## config.mk

```make
export PLATFORM = sky130hd
export DESIGN_NAME = cidle_seq
export DESIGN_NICKNAME = d
export VERILOG_FILES = /design/src/rtl/cidle_pkg.sv /design/src/rtl/cidle_req_merge.sv /design/src/rtl/cidle_hs_timer.sv /design/src/rtl/cidle_wake_latch.sv /design/src/rtl/cidle_seq.sv
export SDC_FILE = /design/constraint.sdc
export NUM_CORES = 1
export LEC_CHECK = 0
export BUFFER_PORTS_ARGS = -buffer_cell sky130_fd_sc_hd__buf_2
export CORE_UTILIZATION = 40
export CTS_CLUSTER_DIAMETER = 120
export DETAILED_ROUTE_END_ITERATION = 8
export GPL_ROUTABILITY_DRIVEN = 0
export SETUP_SLACK_MARGIN = 0.5
export SLEW_MARGIN = 20
export SYNTH_ARGS = -nofsm -noshare
export SYNTH_HDL_FRONTEND = slang
export SYNTH_SLANG_ARGS = --single-unit
```

## constraint.sdc

```tcl
create_clock -name clk -period 3 [get_ports clk]
set_clock_uncertainty 0.1 [all_clocks]
set_input_delay 0.3 -clock clk [delete_from_list [all_inputs] [get_ports clk]]
set_output_delay 0.3 -clock clk [all_outputs]
set_load 0.02 [all_outputs]
```

## src/rtl/cidle_pkg.sv

```systemverilog
package cidle_pkg;

  typedef enum logic [1:0] {
    DP_NONE  = 2'd0,
    DP_LIGHT = 2'd1,
    DP_CSTOP = 2'd2,
    DP_PGATE = 2'd3
  } depth_e;

  typedef enum logic [3:0] {
    S_ACTIVE  = 4'd0,
    S_LIGHT   = 4'd1,
    S_FLUSH   = 4'd2,
    S_CLKSTOP = 4'd3,
    S_SAVE    = 4'd4,
    S_PGATE   = 4'd5,
    S_PWRUP   = 4'd6,
    S_RESTORE = 4'd7,
    S_SMM     = 4'd8
  } cstate_e;

  // Per-thread request decode
  function automatic depth_e decode_depth(input logic src, input logic [1:0] arg);
    depth_e d;
    if (!src) begin
      case (arg)
        2'd1:    d = DP_CSTOP;
        2'd2:    d = DP_PGATE;
        default: d = DP_LIGHT;
      endcase
    end else begin
      case (arg)
        2'd0:    d = DP_CSTOP;
        2'd1:    d = DP_PGATE;
        default: d = DP_LIGHT;
      endcase
    end
    return d;
  endfunction

  function automatic depth_e depth_min(input depth_e a, input depth_e b);
    return (a < b) ? a : b;
  endfunction

  function automatic logic snoop_ok(input cstate_e s);
    return (s == S_ACTIVE) || (s == S_LIGHT) || (s == S_SMM) || (s == S_FLUSH);
  endfunction

  function automatic logic clocks_on(input cstate_e s);
    return !((s == S_CLKSTOP) || (s == S_PGATE) || (s == S_PWRUP));
  endfunction

  function automatic logic is_handshake(input cstate_e s);
    return (s == S_FLUSH) || (s == S_SAVE) || (s == S_PWRUP) || (s == S_RESTORE);
  endfunction

endpackage

```

## src/rtl/cidle_req_merge.sv

```systemverilog
module cidle_req_merge
  import cidle_pkg::*;
#(
  parameter int NTHREADS = 2
) (
  input  logic [NTHREADS-1:0]   thr_idle,
  input  logic [NTHREADS-1:0]   thr_src,
  input  logic [2*NTHREADS-1:0] thr_arg,
  output logic                  all_idle,
  output logic                  any_awake,
  output depth_e                min_depth
);

  depth_e thr_depth [NTHREADS];

  for (genvar t = 0; t < NTHREADS; t++) begin : g_thr
    assign thr_depth[t] = decode_depth(thr_src[t], thr_arg[2*t +: 2]);
  end

  always_comb begin
    depth_e m;
    m = DP_PGATE;
    for (int t = 0; t < NTHREADS; t++) begin
      m = depth_min(m, thr_depth[t]);
    end
    min_depth = m;
  end

  assign all_idle  = &thr_idle;
  assign any_awake = ~all_idle;

endmodule

```

## src/rtl/cidle_hs_timer.sv

```systemverilog
module cidle_hs_timer #(
  parameter int TO_CYCLES = 32
) (
  input  logic clk,
  input  logic rst_n,
  input  logic run,
  input  logic clr,
  output logic expired
);

  localparam int CW = $clog2(TO_CYCLES + 1);

  logic [CW-1:0] cnt_q;

  always_ff @(posedge clk) begin
    if (!rst_n || !run || clr) cnt_q <= '0;
    else if (!expired)         cnt_q <= cnt_q + 1'b1;
  end

  assign expired = run && (cnt_q == CW'(TO_CYCLES - 1));

endmodule

```

## src/rtl/cidle_wake_latch.sv

```systemverilog
module cidle_wake_latch (
  input  logic clk,
  input  logic rst_n,
  input  logic arm,
  input  logic wake_evt,
  output logic wake_seen
);

  logic pend_q;

  always_ff @(posedge clk) begin
    if (!rst_n)   pend_q <= 1'b0;
    else if (arm) pend_q <= pend_q | wake_evt;
    else          pend_q <= 1'b0;
  end

  assign wake_seen = pend_q | wake_evt;

endmodule

```

## src/rtl/cidle_seq.sv

```systemverilog
module cidle_seq
  import cidle_pkg::*;
#(
  parameter int NTHREADS  = 2,
  parameter int TO_CYCLES = 32
) (
  input  logic                  clk,
  input  logic                  rst_n,
  input  logic [NTHREADS-1:0]   thr_idle,
  input  logic [NTHREADS-1:0]   thr_src,
  input  logic [2*NTHREADS-1:0] thr_arg,
  input  logic                  snoop_req,
  input  logic                  wake_evt,
  input  logic                  smi_req,
  input  logic                  smi_done,
  input  logic                  smi_ret_light,
  input  logic                  flush_done,
  input  logic                  save_done,
  input  logic                  pwr_good,
  input  logic                  restore_done,
  output logic                  flush_req,
  output logic                  clk_en,
  output logic                  save_req,
  output logic                  restore_req,
  output logic                  pwr_gate,
  output logic                  snoop_ack,
  output logic                  hs_err,
  output logic [3:0]            cur_state
);

  cstate_e state_q, state_d;
  depth_e  grant_q, grant_d;
  depth_e  min_depth;
  logic    all_idle, any_awake;
  logic    hs_timeout, to_fire;
  logic    wake_seen, entry_arm, st_change;
  logic    err_q;

  cidle_req_merge #(.NTHREADS(NTHREADS)) u_merge (
    .thr_idle  (thr_idle),
    .thr_src   (thr_src),
    .thr_arg   (thr_arg),
    .all_idle  (all_idle),
    .any_awake (any_awake),
    .min_depth (min_depth)
  );

  assign st_change = (state_d != state_q);

  cidle_hs_timer #(.TO_CYCLES(TO_CYCLES)) u_timer (
    .clk     (clk),
    .rst_n   (rst_n),
    .run     (is_handshake(state_q)),
    .clr     (st_change),
    .expired (hs_timeout)
  );

  assign entry_arm = (state_q == S_FLUSH) || (state_q == S_SAVE);

  cidle_wake_latch u_wake (
    .clk       (clk),
    .rst_n     (rst_n),
    .arm       (entry_arm),
    .wake_evt  (wake_evt),
    .wake_seen (wake_seen)
  );

  always_comb begin
    state_d = state_q;
    grant_d = grant_q;
    to_fire = 1'b0;
    unique case (state_q)
      S_ACTIVE: begin
        if (all_idle && !wake_evt) begin
          grant_d = min_depth;
          if (min_depth == DP_LIGHT) state_d = S_LIGHT;
          else if (min_depth != DP_NONE) state_d = S_FLUSH;
        end
      end
      S_LIGHT: begin
        if (wake_evt || any_awake) state_d = S_ACTIVE;
        else if (smi_req)          state_d = S_SMM;
      end
      S_SMM: begin
        if (smi_done) state_d = smi_ret_light ? S_LIGHT : S_ACTIVE;
      end
      S_FLUSH: begin
        if (any_awake) state_d = S_ACTIVE;
        else if (flush_done) begin
          if (wake_seen)                 state_d = S_ACTIVE;
          else if (grant_q == DP_CSTOP)  state_d = S_CLKSTOP;
          else                           state_d = S_SAVE;
        end else if (hs_timeout) begin
          state_d = S_ACTIVE;
          to_fire = 1'b1;
        end
      end
      S_SAVE: begin
        if (any_awake) state_d = S_ACTIVE;
        else if (save_done) state_d = wake_seen ? S_ACTIVE : S_PGATE;
        else if (hs_timeout) begin
          state_d = S_ACTIVE;
          to_fire = 1'b1;
        end
      end
      S_CLKSTOP: begin
        if (wake_evt) state_d = S_ACTIVE;
      end
      S_PGATE: begin
        if (wake_evt) state_d = S_PWRUP;
      end
      S_PWRUP: begin
        if (pwr_good) state_d = S_RESTORE;
        else if (hs_timeout) begin
          state_d = S_ACTIVE;
          to_fire = 1'b1;
        end
      end
      S_RESTORE: begin
        if (restore_done) state_d = S_ACTIVE;
        else if (hs_timeout) begin
          state_d = S_ACTIVE;
          to_fire = 1'b1;
        end
      end
      default: state_d = S_ACTIVE;
    endcase
  end

  always_ff @(posedge clk) begin
    if (!rst_n) begin
      state_q <= S_ACTIVE;
      grant_q <= DP_NONE;
      err_q   <= 1'b0;
    end else begin
      state_q <= state_d;
      grant_q <= grant_d;
      err_q   <= err_q | to_fire;
    end
  end

  assign flush_req   = (state_q == S_FLUSH);
  assign save_req    = (state_q == S_SAVE);
  assign restore_req = (state_q == S_RESTORE);
  assign pwr_gate    = (state_q == S_PGATE);
  assign clk_en      = clocks_on(state_q);
  assign snoop_ack   = snoop_req && snoop_ok(state_q);
  assign hs_err      = err_q;
  assign cur_state   = state_q;

endmodule

```

# [Yosys cells after proc, flatten, opt, wreduce, memory -nomap -nowiden]
# Index checks and enable logic that the tools add are counted.
[op_classes] n_reduce_logical=25 bitwise_logic=3 add_sub_neg=1 magnitude_cmp=2 eq_ne=16 mux=36
[ops] operator="$mux W4" n=15
[ops] operator="$pmux W4 S9" n=1
[ops] operator="$eq A4 B3 Y1 const B" n=4
[ops] operator="$pmux W2 S2" n=4
[ops] operator="$logic_or A1 B1 Y1" n=11
[ops] operator="$mux W3" n=3
[ops] operator="$eq A4 B2 Y1 const B" n=2
[ops] operator="$mux W1" n=8
[ops] operator="$mux W2" n=4
[ops] operator="$add A6 B1 Y6 const B" n=1
[ops] operator="$eq A2 B1 Y1 const B" n=3
[ops] operator="$eq A2 B2 Y1 const B" n=3
[ops] operator="$eq A6 B5 Y1 const B" n=1
[ops] operator="$reduce_and A2 Y1" n=3
[ops] operator="$eq A4 B1 Y1 const B" n=1
[ops] operator="$eq A4 B4 Y1 const B" n=1
[ops] operator="$logic_not A1 Y1" n=4
[ops] operator="$logic_not A2 Y1" n=2
[ops] operator="$logic_not A4 Y1" n=1
[ops] operator="$ne A4 B4 Y1" n=1
[ops] operator="$pmux W1 S4" n=1
[ops] operator="$logic_and A1 B1 Y1" n=3
[ops] operator="$lt A2 B2 Y1" n=1
[ops] operator="$lt A2 B2 Y1 const A" n=1
[ops] operator="other kinds (3)" n=4
[totals] elab_cells=88 out_inout_bits=11 reg_bits=14

# [Depth between registers and ports, before layout]
# Gate-level depths: netlist of run 1.
[depth] depth_word=14 mapped_depth=12 mapped_depth_nobuf=12

# [Cells and area by module]
# A second synthesis of run 1 with hierarchy kept.
[hier_totals] cells_unflattened=163 area_unflattened_um2=1308.8
[by_module_without_submodules] module="cidle_seq" instances=1 cells_each=102 area_each_um2=777.0 seq_area_each_um2=140.1
[by_module_without_submodules] module="cidle_hs_timer" instances=1 cells_each=33 area_each_um2=304.0 seq_area_each_um2=120.1
[by_module_without_submodules] module="cidle_req_merge" instances=1 cells_each=25 area_each_um2=191.4 seq_area_each_um2=0.0
[by_module_without_submodules] module="cidle_wake_latch" instances=1 cells_each=3 area_each_um2=36.3 seq_area_each_um2=20.0

# [Least setup slack after synthesis of run 1]
# Ideal clock, no wire load.
[synth_timing] kind="input port to flip-flop" start="input port thr_arg[1]" end="register u_timer.cnt_q[4]" setup_time_ns=0.086 stages=11 slack_ns=0.536 t_required_ns=2.814 path_buffers=0 t_arrival_ns=2.278 path_cell_list="inv_1 ha_1 nor2_1 a21oi_1 ha_1 nor2b_1 o22ai_1 o22ai_1 a2111oi_2 xnor2_1 a211oi_1"
[synth_between] elab_chain_len=14 elab_cells_between_ends=18 cone_classes="order compare (2); eq/ne (4); mux (9); reduce/logical (3)"
[synth_lines] element="start, declared" line_no="cidle_seq.sv:11" rtl="input logic [2*NTHREADS-1:0] thr_arg,"
[synth_lines] element="$eq A2 B2 Y1, or another cell as far along" line_no="cidle_pkg.sv:26" rtl="case (arg)"
[synth_lines] element="$pmux W2 S2, on equally long branches" line_no="cidle_pkg.sv:26, cidle_pkg.sv:32"
[synth_lines] element="$mux W2 (*)" line_no="cidle_pkg.sv:25" rtl="if (!src) begin"
[synth_lines] element="$lt A2 B2 Y1" line_no="cidle_pkg.sv:42" rtl="return (a < b) ? a : b;"
[synth_lines] element="$mux W2 (*)" line_no="cidle_pkg.sv:42"
[synth_lines] element="$lt A2 B2 Y1" line_no="cidle_pkg.sv:42"
[synth_lines] element="$mux W2 (*)" line_no="cidle_pkg.sv:42"
[synth_lines] element="$reduce_bool A2 Y1" line_no="cidle_seq.sv:77" rtl="else if (min_depth != DP_NONE) state_d = S_FLUSH;"
[synth_lines] element="$mux W4" line_no="cidle_seq.sv:77"
[synth_lines] element="$mux W4 (*)" line_no="cidle_seq.sv:76" rtl="if (min_depth == DP_LIGHT) state_d = S_LIGHT;"
[synth_lines] element="$mux W4 (*)" line_no="cidle_seq.sv:74" rtl="if (all_idle && !wake_evt) begin"
[synth_lines] element="$pmux W4 S9 (*)" line_no="cidle_seq.sv:72" rtl="unique case (state_q)"
[synth_lines] element="$ne A4 B4 Y1 (*)" line_no="cidle_seq.sv:48" rtl="assign st_change = (state_d != state_q);"
[synth_lines] element="$logic_or A1 B1 Y1 (*)" line_no="cidle_hs_timer.sv:16" rtl="if (!rst_n || !run || clr) cnt_q <= '0;"
[synth_lines] element="end signal, assigned" line_no="cidle_hs_timer.sv:17" rtl="else if (!expired) cnt_q <= cnt_q + 1'b1;"
[synth_lines] element="end, declared" line_no="cidle_hs_timer.sv:13" rtl="logic [CW-1:0] cnt_q;"
# Mark *: on every way between the ends. The rest lies on a longest branch, timed or not.
# A chain may end at the register's enable or synchronous reset.

# [Worst setup path after layout of run 1]
[layout_timing] start="register state_q[2], in the netlist cur_state[2]" end="register u_timer.cnt_q[5]"
[layout_between] elab_chain_len=11 elab_cells_between_ends=33 cone_classes="eq/ne (9); mux (16); reduce/logical (8)"
[layout_lines] element="start, declared" line_no="cidle_seq.sv:31" rtl="cstate_e state_q, state_d;"
[layout_lines] element="start signal, assigned" line_no="cidle_seq.sv:136" rtl="state_q <= state_d;"
[layout_lines] element="$eq A4 B2 Y1 / $eq A4 B3 Y1 (equally long branches)" line_no="cidle_pkg.sv:54, cidle_seq.sv:72"
[layout_lines] element="$logic_or A1 B1 Y1 (3 in series)" line_no="cidle_pkg.sv:54" rtl="return (s == S_FLUSH) || (s == S_SAVE) || (s == S_PWRUP) || (s == S_RESTORE);"
[layout_lines] element="$logic_and A1 B1 Y1" line_no="cidle_hs_timer.sv:20" rtl="assign expired = run && (cnt_q == CW'(TO_CYCLES - 1));"
[layout_lines] element="$mux W4"
[layout_lines] element="$mux W4, on equally long branches" line_no="cidle_seq.sv:100, cidle_seq.sv:89"
[layout_lines] element="$mux W4, on equally long branches" line_no="cidle_seq.sv:99, cidle_seq.sv:88"
[layout_lines] element="$pmux W4 S9" line_no="cidle_seq.sv:72"
[layout_lines] element="$ne A4 B4 Y1" line_no="cidle_seq.sv:48"
[layout_lines] element="$logic_or A1 B1 Y1" line_no="cidle_hs_timer.sv:16"
# Parallel ways exist; a longest one is shown, timed or not.

==> summary.md, run 1 <==
| Metric | Value |
|---|---|
| Clk_lat worst skew | 280 ps |
| Post-synth top area cell | dfxtp_1 |
| Unrepaired setup endpoints after global routing | false |
| Synth async-reset ratio | 0 |
| Initial Utilization | 0.434 |
| Maxcap violations | 0 |
| R2R Setup Slk | around 570 ps |
| Worst Path Buf+Inv | 1 |
| Row cnt | 19 |
| Share of cells above drive strength 1 | 0.299 |
| Synth Area per Inst | 7.93 µm² |
| Total core area | 0.00285 mm² |
| Wire per inst | 13.9 µm |
| Layout Nets | 216 |
| Vias in the first global route | 1090 |
| Root Driver | clkbuf_4 |
| Final Instance Area | around 0.0015 mm² |
| Antenna diodes | 0 |
| Grt total ovfl | 0 |
| Largest net degree at the start of global routing | 18 |
| Final TNS setup | 0 ps |
| Crit-path leading delay family | compound AO/OA/AOI/OAI gates |
| Top cell type's share of synthesized area | 0.226 |
| Hold slack | 176 ps |
| Synthesized instance count | 156 |
| Clk sinks | 14 |
| CP endpoint | u_timer.cnt_q[5] |
| Area after DPL | between 0.001 and 0.0015 mm² |
| Clk slew on worst S/H paths | 90 ps |
| Initial antenna violation count | 0 |
| Required time worst endpoint | 3090 ps |
| Max clock buf depth | 2 |
| DP HPWL | 2370 µm |
| Static Leakage | 0.667 nW |
| Synth Flop Type | dfxtp_1 |
| Final setup vio count | 0 |
| Number of buffers created by CTS | 3 |
| Slowest stage delay, CP | around 500 ps |
| CP Cell Sequence | or3b_1 > a211oi_2 > o221ai_2 > a311oi_2 > o211ai_2 > buf_4 > nor4_2 |
| Yosys warns | 0 |
| GRT Total Usage | 0.188 |
| Ranking of synthesized cells by area | dfxtp_1, ha_1, nor2_1, a21oi_1, inv_1 |
| Number of cells on the critical path | 7 |
| Synthesized cell area | 0.00124 mm² |
| Minimum clock period | 2430 ps |
| Max-slew violation count | 0 |
| Post-route insts no fill | between 200 and 250 |
| CP arrival | approximately 2500 ps |
| Hold Crit Class | in -> reg |
| Hold Startpoint | rst_n |
| Global-route wire length before repair | 4910 µm |
| Outcome | finished, violations left |
| Detailed Route WL | between 3000 and 4000 µm |
| Crit path max-delay cell type | dfxtp_1 |
| DIE AREA | 0.00332 mm² |
| F_max | around 400 MHz |
| Layout area overhead | 20.6% |
| H-Tree Depth | 1 |
| Reg2reg end | u_timer.cnt_q[5] |
| CP Launch Point | cur_state[2] |
| Vias per cell | 5.84 |
| Startpoint types | register |
| Hold Vio Cnt, Final | 0 |
| Slew @ Worst Pin | 538 ps |
| Number of port buffers | 29 |
| Synth cell count leaders | nor2_1, dfxtp_1, inv_1 |
| Placed cell count | 212 |
| Number of flops mapped to enable cells by yosys | 0 |
| FF+latch count, synth | 14 |
| Syn nets | 184 |
| CTS tree | done |
| FF-to-FF path depth | 7 |
| Reg-to-Reg Start | cur_state[2] |
| Violated checks | DRC |
| Worst setup EP type | register |
| Die Wd | 57.6 µm |
| Worst rel slew slack | 0.640 |
| Sequential share of the synthesized area | 0.226 |
| Initial DRC count | 64 |
| I/O pins | 30 |
| PD cells | roughly 270 mW/mm² |
| Worst-case vdd ir drop | 0.125 mV |
| CP Max Fanout | 10 |
| Critical path type | reg -> reg |
| # DRC | 4 |
| ANT nets after route | 0 |
| Die height | 57.6 µm |
| Pre-Repair DR Iteration Count | 7 |
| Cts hold-fix bufs | 0 |
| Yosys cell types | 50 |
| Tcrit/Tclk final | 0.810 |
| Top-count cell post-synth | nor2_1 |
| Vias | 1274 |
-- sequential cells by signal, summed over array words and instances, names as in the netlist --
register / cells
cur_state: 4
u_timer.cnt_q: 6
grant_q: 2
u_wake.pend_q: 1
hs_err: 1
-- worst min-delay path by stage --
stage                   end  cells after the start
2_1_floorplan  cur_state[2]                      1
3_3_place_gp     grant_q[0]                      2
3_5_place_dp     grant_q[0]                      2
4_1_cts        cur_state[2]                      2
5_1_grt        cur_state[2]                      2
6_report       cur_state[2]                      2
-- per-stage QoR --
step                      utilization  total power [mW]  setup WS [ps]
after floorplan                     -             0.238            536
after global placement          0.492             0.263            248
after detailed placement        0.492             0.265            160
after CTS                       0.512             0.407            510
after global routing            0.523             0.429            511
final                           0.523             0.404            569
-- layout make-up --
type / count / area [µm²]
timing repair buffer: 34 / 183
fill: 275 / 1360
inverter: 13 / 48.8
sequential: 14 / 285
clock buffer: 4 / 36.3
tap: 31 / 38.8
multi-input combinational: 122 / 901
-- metal layers --
metal / wire length [µm] / share of wire / track usage
met1: 1380 / 0.45 / 0.253
met2: 1440 / 0.47 / 0.311
met3: 197 / 0.065 / 0.0156
met4: 25 / 0.0082 / 0.0801
met5: 0 / 0 / 0
-- layout by cell type (no fill, tap or decap), types with 2 or more instances in the layout --
master	instances
a22o_1	2
nor2_1	16
a31o_2	2
ha_1	9
o21ai_0	5
or3b_1	2
and2_1	2
buf_2	29
o211a_1	2
nand2_1	8
nor3b_1	2
mux2i_1	4
clkbuf_4	3
nand4_1	4
nand2b_1	2
or2_2	4
xnor2_1	2
dfxtp_1	12
o31a_1	2
nor2b_1	3
nand3_1	4
buf_4	5
a211oi_2	2
and3_1	3
inv_1	13
xor2_1	2
a21oi_1	10
nor3_1	6
-- cells by family (layout without fill, tap and decap cells) --
group | Yosys count | count (layout) | synth area share
multiplexers | 4 | 4 | 0.0324
AO/OA/AOI/OAI | 38 | 38 | 0.239
AND/OR/NAND/NOR | 66 | 66 | 0.304
adder cells (fa/ha/maj) | 9 | 9 | 0.0910
buffers and inverters | 20 | 51 | 0.0718
flip-flops | 14 | 14 | 0.226
XOR/XNOR | 5 | 5 | 0.0354
-- where the power goes --
group	switching, mW	internal (mW)
clock	0.0634	0.0738
combinational	0.0426	0.0341
sequential	0.00297	0.187
total	0.109	0.295
-- timing repair --
action	in CTS	in global routing
setup buffers	0	2
pin swaps	0	3
gates resized for setup	2	6
endpoints found under the setup margin	6	7
No activity file was read; power rests on OpenSTA's default activity.
==> inputs of run 2 (changes only) <==
Settings changed: ABC_AREA set to 1.
Clock period 3 ns to 2.52 ns, I/O delays scaled along.
==> run 2 against run 1 <==
Against the previous run: the flow still finishes with violations (DRC); non-clock buffer count is the same; combinational power up 60%; critical path depth is 5 higher; sequential share of layout area shrank 1.0 points; clock power grew 26%; via count grew 4.0%.
==> summary.md, run 2 <==
| Metric | Value |
|---|---|
| DP HPWL | 2320 µm (-2.0%) |
| Detailed Route WL | 3030 µm (-0.20%) |
| Ranking of synthesized cells by area | dfxtp_1, nand2_1, inv_1, ha_1, nand3_1 |
| Pre-Repair DR Iteration Count | 6 (-1) |
| Final TNS setup | 0 ps (unchanged) |
| ANT nets after route | 0 (unchanged) |
| Sequential share of the synthesized area | 0.227 (+0.000920) |
| Adder-Cell Fraction of Synth Area | 0.0914 (+0.000370) |
| Number of port buffers | 29 (unchanged) |
| Top-count cell post-synth | nand2_1 |
| Tcrit/Tclk final | 0.762 (-0.0482) |
| Grt total ovfl | 0 (unchanged) |
| Final setup vio count | 0 (unchanged) |
| Min-Delay Path Depth | 3 (+1) |
| Minimum clock period | 1920 ps (-510 ps) |
| Clk_lat worst skew | 290 ps (about the same) |
| Hold Crit Class | in -> reg |
| Number of flops mapped to enable cells by yosys | 0 (unchanged) |
| Antenna diodes | 0 (unchanged) |
| Global-route wire length before repair | 4980 µm (+1.4%) |
| Wire per inst | 11.3 µm (-19%) |
| FF+latch count, synth | 14 (unchanged) |
| FF-to-FF path depth | 12 (+5) |
| Layout area overhead | 29.1% |
| Worst-case vdd ir drop | 0.222 mV (+78%) |
| Slew @ Worst Pin | 306 ps (-232 ps) |
| Post-synthesis mux area share | 0.00812 (-0.0242) |
| # DRC | 3 (-1) |
| Max-slew violation count | 0 (unchanged) |
| PD cells | 329 mW/mm² (+22%) |
| Commonest non-fill, non-tap cells in the layout | nand2_1, inv_1, buf_2, nor2_1, nand3_1 |
| Post-synthesis compound-gate area fraction | 0.103 (-0.136) |
| Required time worst endpoint | 2650 ps (-440 ps) |
| Synthesized cell area | 0.00123 mm² (-0.40%) |
| Total core area | 0.00283 mm² (-0.83%) |
| Violated checks | DRC |
| Hold slack | 96.0 ps (-79.6 ps) |
| Worst rel slew slack | 0.796 (+0.155) |
| DIE AREA | 0.00331 mm² (-0.40%) |
| Worst setup EP type | register |
| Synth cell count leaders | nand2_1, inv_1, nor2_1 |
| Number of buffers created by CTS | 3 (unchanged) |
| Largest net degree at the start of global routing | 12 (-6) |
| Fill cell count | 290 (+5.5%) |
| Initial antenna violation count | 0 (unchanged) |
| XOR/XNOR Fraction of Synth Area | 0.0213 (-0.0141) |
| Initial Utilization | 0.436 (+0.00188) |
| Vias in the first global route | 1175 (+7.8%) |
| Die height | 57.5 µm (-0.20%) |
| Unrepaired setup endpoints after global routing | true |
| Yosys warns | 0 (unchanged) |
| Top cell type's share of synthesized area | 0.227 (+0.000920) |
| Maxcap violations | 0 (unchanged) |
| H-Tree Depth | 1 (unchanged) |
| Clk sinks | 14 (unchanged) |
| Startpoint types | register |
| Biggest register | u_timer.cnt_q |
| CP Max Fanout | 6 (-4) |
| CP arrival | 2060 ps (-460 ps) |
| Vias per cell | 4.93 (-16%) |
| Syn nets | 229 (+24%) |
| Hold Vio Cnt, Final | 0 (unchanged) |
| I/O pins | 30 (unchanged) |
| Synth Area per Inst | 6.13 µm² (-23%) |
| GRT Total Usage | 0.195 (+0.00707) |
| Critical path type | reg -> reg |
| Post-synth top area cell | dfxtp_1 |
| Synth async-reset ratio | 0 (unchanged) |
| Largest family of logic cells by synthesized area | simple AND/OR/NAND/NOR gates |
| Vias | 1325 (+4.0%) |
| Synthesized instance count | 201 (+29%) |
| Yosys cell types | 23 (-54%) |
| F_max | 521 MHz (+27%) |
| Synth Flop Type | dfxtp_1 |
| Static Leakage | 0.867 nW (+30%) |
| Layout Nets | 267 (+24%) |
| Root Driver | clkbuf_4 |
| Row cnt | 19 (unchanged) |
| Max clock buf depth | 2 (unchanged) |
| Die Wd | 57.5 µm (-0.20%) |
| Clk slew on worst S/H paths | 90 ps (about the same) |
| Outcome | finished, violations left |
| Max FFs per register | 6 (unchanged) |
| Hold Startpoint | rst_n |
| Commonest non-fill, non-tap cell in the layout | nand2_1 |
| Reg-to-Reg Start | u_timer.cnt_q[1] |
| CTS tree | done |
| Share of cells above drive strength 1 | 0.349 (+0.0493) |
| CP Launch Point | u_timer.cnt_q[1] |
| Simple-gate share of the synthesized area | 0.440 (+0.135) |
| Initial DRC count | 48 (-25%) |
-- run 2: kinds of logic after synthesis --
kind of cell,Yosys count
AOI/OAI and AO/OA,23
xor gates and xnor gates,3
adders and majority gates,9
buffers and inverters,34
DFF,14
muxes,1
and+or+nand+nor,117
-- run 2: power breakdown --
group          internal, mW  switching, mW
Clock                0.0881         0.0836
Combinational        0.0520         0.0711
Sequential            0.224        0.00468
Total                 0.364          0.159
-- run 2: per-stage QoR --
stage               instances  setup WS, ps  instance area, µm²   util  power [mW]
finish                    269           599                1590  0.563       0.524
global route              269           465                1590  0.563       0.553
CTS                       264           539                1460  0.516       0.511
detailed placement        260           273                1420  0.501       0.335
global placement          260           318                1420  0.501       0.333
floorplan                 201           506                1240      -       0.301
-- run 2: repair_timing --
action                     CTS  global route
gates resized for setup      3            29
setup endpoints to repair    6             7
buffers inserted             0             5
hold buffers                 0             0
pin swaps                    0            16
-- run 2: worst paths after layout --
kind,to,slack [ps]
setup / recovery,u_timer.cnt_q[0],600
hold / removal,cur_state[1],100
setup reg to reg,u_timer.cnt_q[0],600
hold reg to reg,grant_q[0],380
-- run 2: critical path, stage by stage, from the launching register on --
cell,delay (ps)
dfxtp_1,360
ha_2,210
nand3_2,120
nor2_4,160
buf_4,130
a21oi_1,70
nor2_2,130
nand3_2,90
nand2_1,60
nand2_1,60
nor2_2,160
nand2_4,110
nor2_2,100
-- run 2: area by class of cell --
| class | instances | area [µm²] | area share |
|---|---|---|---|
| Clock buffer | 4 | 36.3 | 0.0228 |
| Inverter | 33 | 126 | 0.0794 |
| Multi-Input combinational cell | 153 | 907 | 0.570 |
| Sequential cell | 14 | 288 | 0.181 |
| Tap cell | 31 | 38.8 | 0.0244 |
| Timing Repair Buffer | 34 | 195 | 0.123 |
-- run 2: per-layer routing --
| metal | GRT usage | wire (µm) | up-vias |
|---|---|---|---|
| li1 | - | - | 706 |
| met1 | 0.264 | 1470 | 576 |
| met2 | 0.309 | 1360 | 36 |
| met3 | 0.0227 | 147 | 7 |
| met4 | 0.0941 | 57 | 0 |
| met5 | 0 | 0 | - |
==> inputs of run 3 (changes only) <==
Settings changed: PLACE_DENSITY set to 0.65.
Clock period 2.52 ns to 1.6 ns, I/O delays scaled along.
==> run 3 against run 2 <==
Against the previous run: the flow finishes with violations (DRC, setup timing); combinational power grew to 2.5 times the previous value; largest cell class unchanged; fmax is 1.2% higher; register-to-register slack worse by 900 ps; sequential share of layout area is 5.8 points lower; worst hold slack worse by 88 ps; critical path depth is 1 higher; global-route usage is 5.6 points higher; worst setup slack worse by 900 ps; sequential cell count stayed put; total power is 81% higher; core utilization is 29 points higher.
==> summary.md, run 3 (same netlist as run 2, synthesis figures left out) <==
| Metric | Value |
|---|---|
| Antenna diodes | 0 (unchanged) |
| Largest net degree at the start of global routing | 9 (-3) |
| Total core area | 0.00283 mm² (unchanged) |
| Unrepaired setup endpoints after global routing | true |
| GRT Total Usage | 0.252 (+0.0562) |
| Die Wd | 57.5 µm (unchanged) |
| Root Driver | clkbuf_4 |
| Initial antenna violation count | 0 (unchanged) |
| Vias in the first global route | 1577 (+34%) |
| Commonest non-fill, non-tap cells in the layout | buf_4, nand2_1, buf_6, inv_1 |
| DIE AREA | 0.00331 mm² (unchanged) |
| DP HPWL | 2770 µm (+19%) |
| Worst Path Buf+Inv | 1 (unchanged) |
| Initial Utilization | 0.436 (unchanged) |
| CP arrival | 2000 ps (-60 ps) |
| Minimum clock period | 1900 ps (-21.9 ps) |
| Commonest non-fill, non-tap cell in the layout | buf_4 |
| Share of cells above drive strength 1 | 0.616 (+0.268) |
| Slew @ Worst Pin | 235 ps (-70.8 ps) |
| Number of port buffers | 29 (unchanged) |
| Detailed Route WL | 4980 µm (+64%) |
| FF-to-FF path depth | 13 (+1) |
| Outcome | finished, violations left |
| Worst-case vdd ir drop | 0.427 mV (+92%) |
| Total power | 0.947 mW (+81%) |
| Fill cell count | 153 (-47%) |
| Hold Startpoint | smi_req |
| Final TNS setup | -2630 ps (-2630 ps) |
| Vias per cell | 5.36 (+8.9%) |
| PD cells | 392 mW/mm² (+19%) |
| Hold Crit Class | in -> reg |
| Hold Vio Cnt, Final | 0 (unchanged) |
| Crit path max-delay cell type | dfxtp_4 |
| Pre-Repair DR Iteration Count | 6 (unchanged) |
| Global-route wire length before repair | 6520 µm (+31%) |
| F_max | 527 MHz (+1.2%) |
| Tcrit/Tclk final | 1.19 (+0.425) |
| Number of buffers created by CTS | 3 (unchanged) |
| Reg2reg end | u_timer.cnt_q[3] |
| R2R Setup Slk | -300 ps (-900 ps) |
| Int Pwr | 0.636 mW (+75%) |
| Hold EP | cur_state[3] |
| Biggest register | u_timer.cnt_q |
| Clk slew on worst S/H paths | 100 ps (about the same) |
| Violated checks | DRC, setup timing |
| Critical path type | reg -> reg |
| Max clock buf depth | 2 (unchanged) |
| CTS tree | done |
| Initial DRC count | 96 (+100%) |
| Reg-to-Reg Start | cur_state[1] |
| Die height | 57.5 µm (unchanged) |
| # DRC | 3 (unchanged) |
| Worst setup EP type | register |
| Reg power frac | 0.378 (-0.059) |
| Worst rel slew slack | 0.842 (+0.0458) |
| H-Tree Depth | 1 (unchanged) |
| Gate power share | 0.326 (+0.091) |
| Maxcap violations | 0 (unchanged) |
| Max-slew violation count | 0 (unchanged) |
| Reg area | 298 µm² (+3.5%) |
| Slowest stage delay, CP | 430 ps (+70 ps) |
| Clk sinks | 14 (unchanged) |
| Clk_lat worst skew | 300 ps (about the same) |
| Net Sw Power | 0.311 mW (+95%) |
| Grt total ovfl | 0 (unchanged) |
| Crit-path leading delay family | simple AND/OR/NAND/NOR gates |
| Final worst slack | -299 ps (-898 ps) |
| Net Sw Frac | 0.328 (+0.0240) |
| Wire per inst | 14.8 µm (+32%) |
| Min-Delay Path Depth | 3 (unchanged) |
| Final setup vio count | 13 (+13) |
| Max FFs per register | 6 (unchanged) |
| Multi-input logic area | 0.00107 mm² (+18%) |
| Layout Nets | 334 (+25%) |
| CP Max Fanout | 6 (unchanged) |
| CP Cell Sequence | inv_4 > nor2_4 > nand2_4 > nor2_1 > nor2_1 > nor2_1 > nand2_2 > nand3_2 > nand2_2 > nand2_2 > nor2_4 > nand2_4 > nor2_2 |
| Startpoint types | register |
| ANT nets after route | 0 (unchanged) |
| Row cnt | 19 (unchanged) |
| Layout area overhead | 96.0% |
| Required time worst endpoint | 1700 ps (-950 ps) |
| Static Leakage | 1.25 nW (+44%) |
| I/O pins | 30 (unchanged) |
| Vias | 1802 (+36%) |
| Clock group share of total power | 0.296 (-0.032) |
==> run 3: changes by cell type in the layout (fill, tap and decap cells not counted), moves of 5 or more <==
cell,previous run,this run
a21oi_1,13,8
a21oi_2,0,5
buf_2,27,17
buf_4,5,54
buf_6,2,29
inv_1,28,19
inv_2,4,9
nand2_1,51,40
nand2_2,10,17
nor2_1,18,12
nor2_4,5,11
==> run 3: power by group through the flow <==
stage                     clock [mW]  combinational, mW  sequential [mW]
after detailed placement           0              0.211            0.365
after global routing           0.282              0.333            0.359
final                          0.280              0.309            0.359
after floorplan                    0              0.114            0.367
after CTS                      0.268              0.243            0.357
after global placement             0              0.208            0.365
==> run 3: worst max path at each step <==
stage / depth (start not counted) / start / to / slack, ps
final: 13 / cur_state[1] / u_timer.cnt_q[3] / -300
after global routing: 13 / cur_state[0] / u_timer.cnt_q[0] / -370
after CTS: 14 / cur_state[2] / u_timer.cnt_q[0] / -180
after detailed placement: 18 / thr_arg[3] / u_timer.cnt_q[2] / -580
after global placement: 18 / thr_arg[3] / u_timer.cnt_q[2] / -530
after floorplan: 17 / thr_arg[3] / u_timer.cnt_q[2] / -260
==> run 3: final cells by class <==
cell class,count,area share
multi-input combinational,153,0.443
clock buffer,4,0.0150
tap,31,0.0161
sequential,14,0.123
inverter,33,0.0606
timing repair buffer,101,0.342
==> run 3: worst min-delay path, stage by stage <==
cell and delay [ps]:
buf_2 90, a21oi_1 70, nor2_1 70
==> run 3: metal layers <==
metal  track usage  part of all wire
met1         0.313              0.39
met4        0.0906             0.046
met3        0.0317             0.060
met5             0                 0
met2         0.442              0.51
==> run 3: timing repair <==
| item | CTS | global route |
|---|---|---|
| pin swaps | 31 | 22 |
| hold endpoints to repair | 1 | 0 |
| resized for setup | 51 | 47 |
| buffers inserted | 12 | 10 |
| endpoints found under the setup margin | 24 | 24 |
| hold buffers | 1 | 0 |
==> run 3: through the flow <==
step,setup slack [ps],util,hold slack [ps],instances,instance area (µm²)
after detailed placement,-577,0.663,281,309,1880
after global placement,-526,0.663,282,309,1880
after global routing,-368,0.854,39.2,336,2420
after CTS,-184,0.774,32.6,326,2190
after floorplan,-261,-,157,201,1340
final,-299,0.854,8.06,336,2420
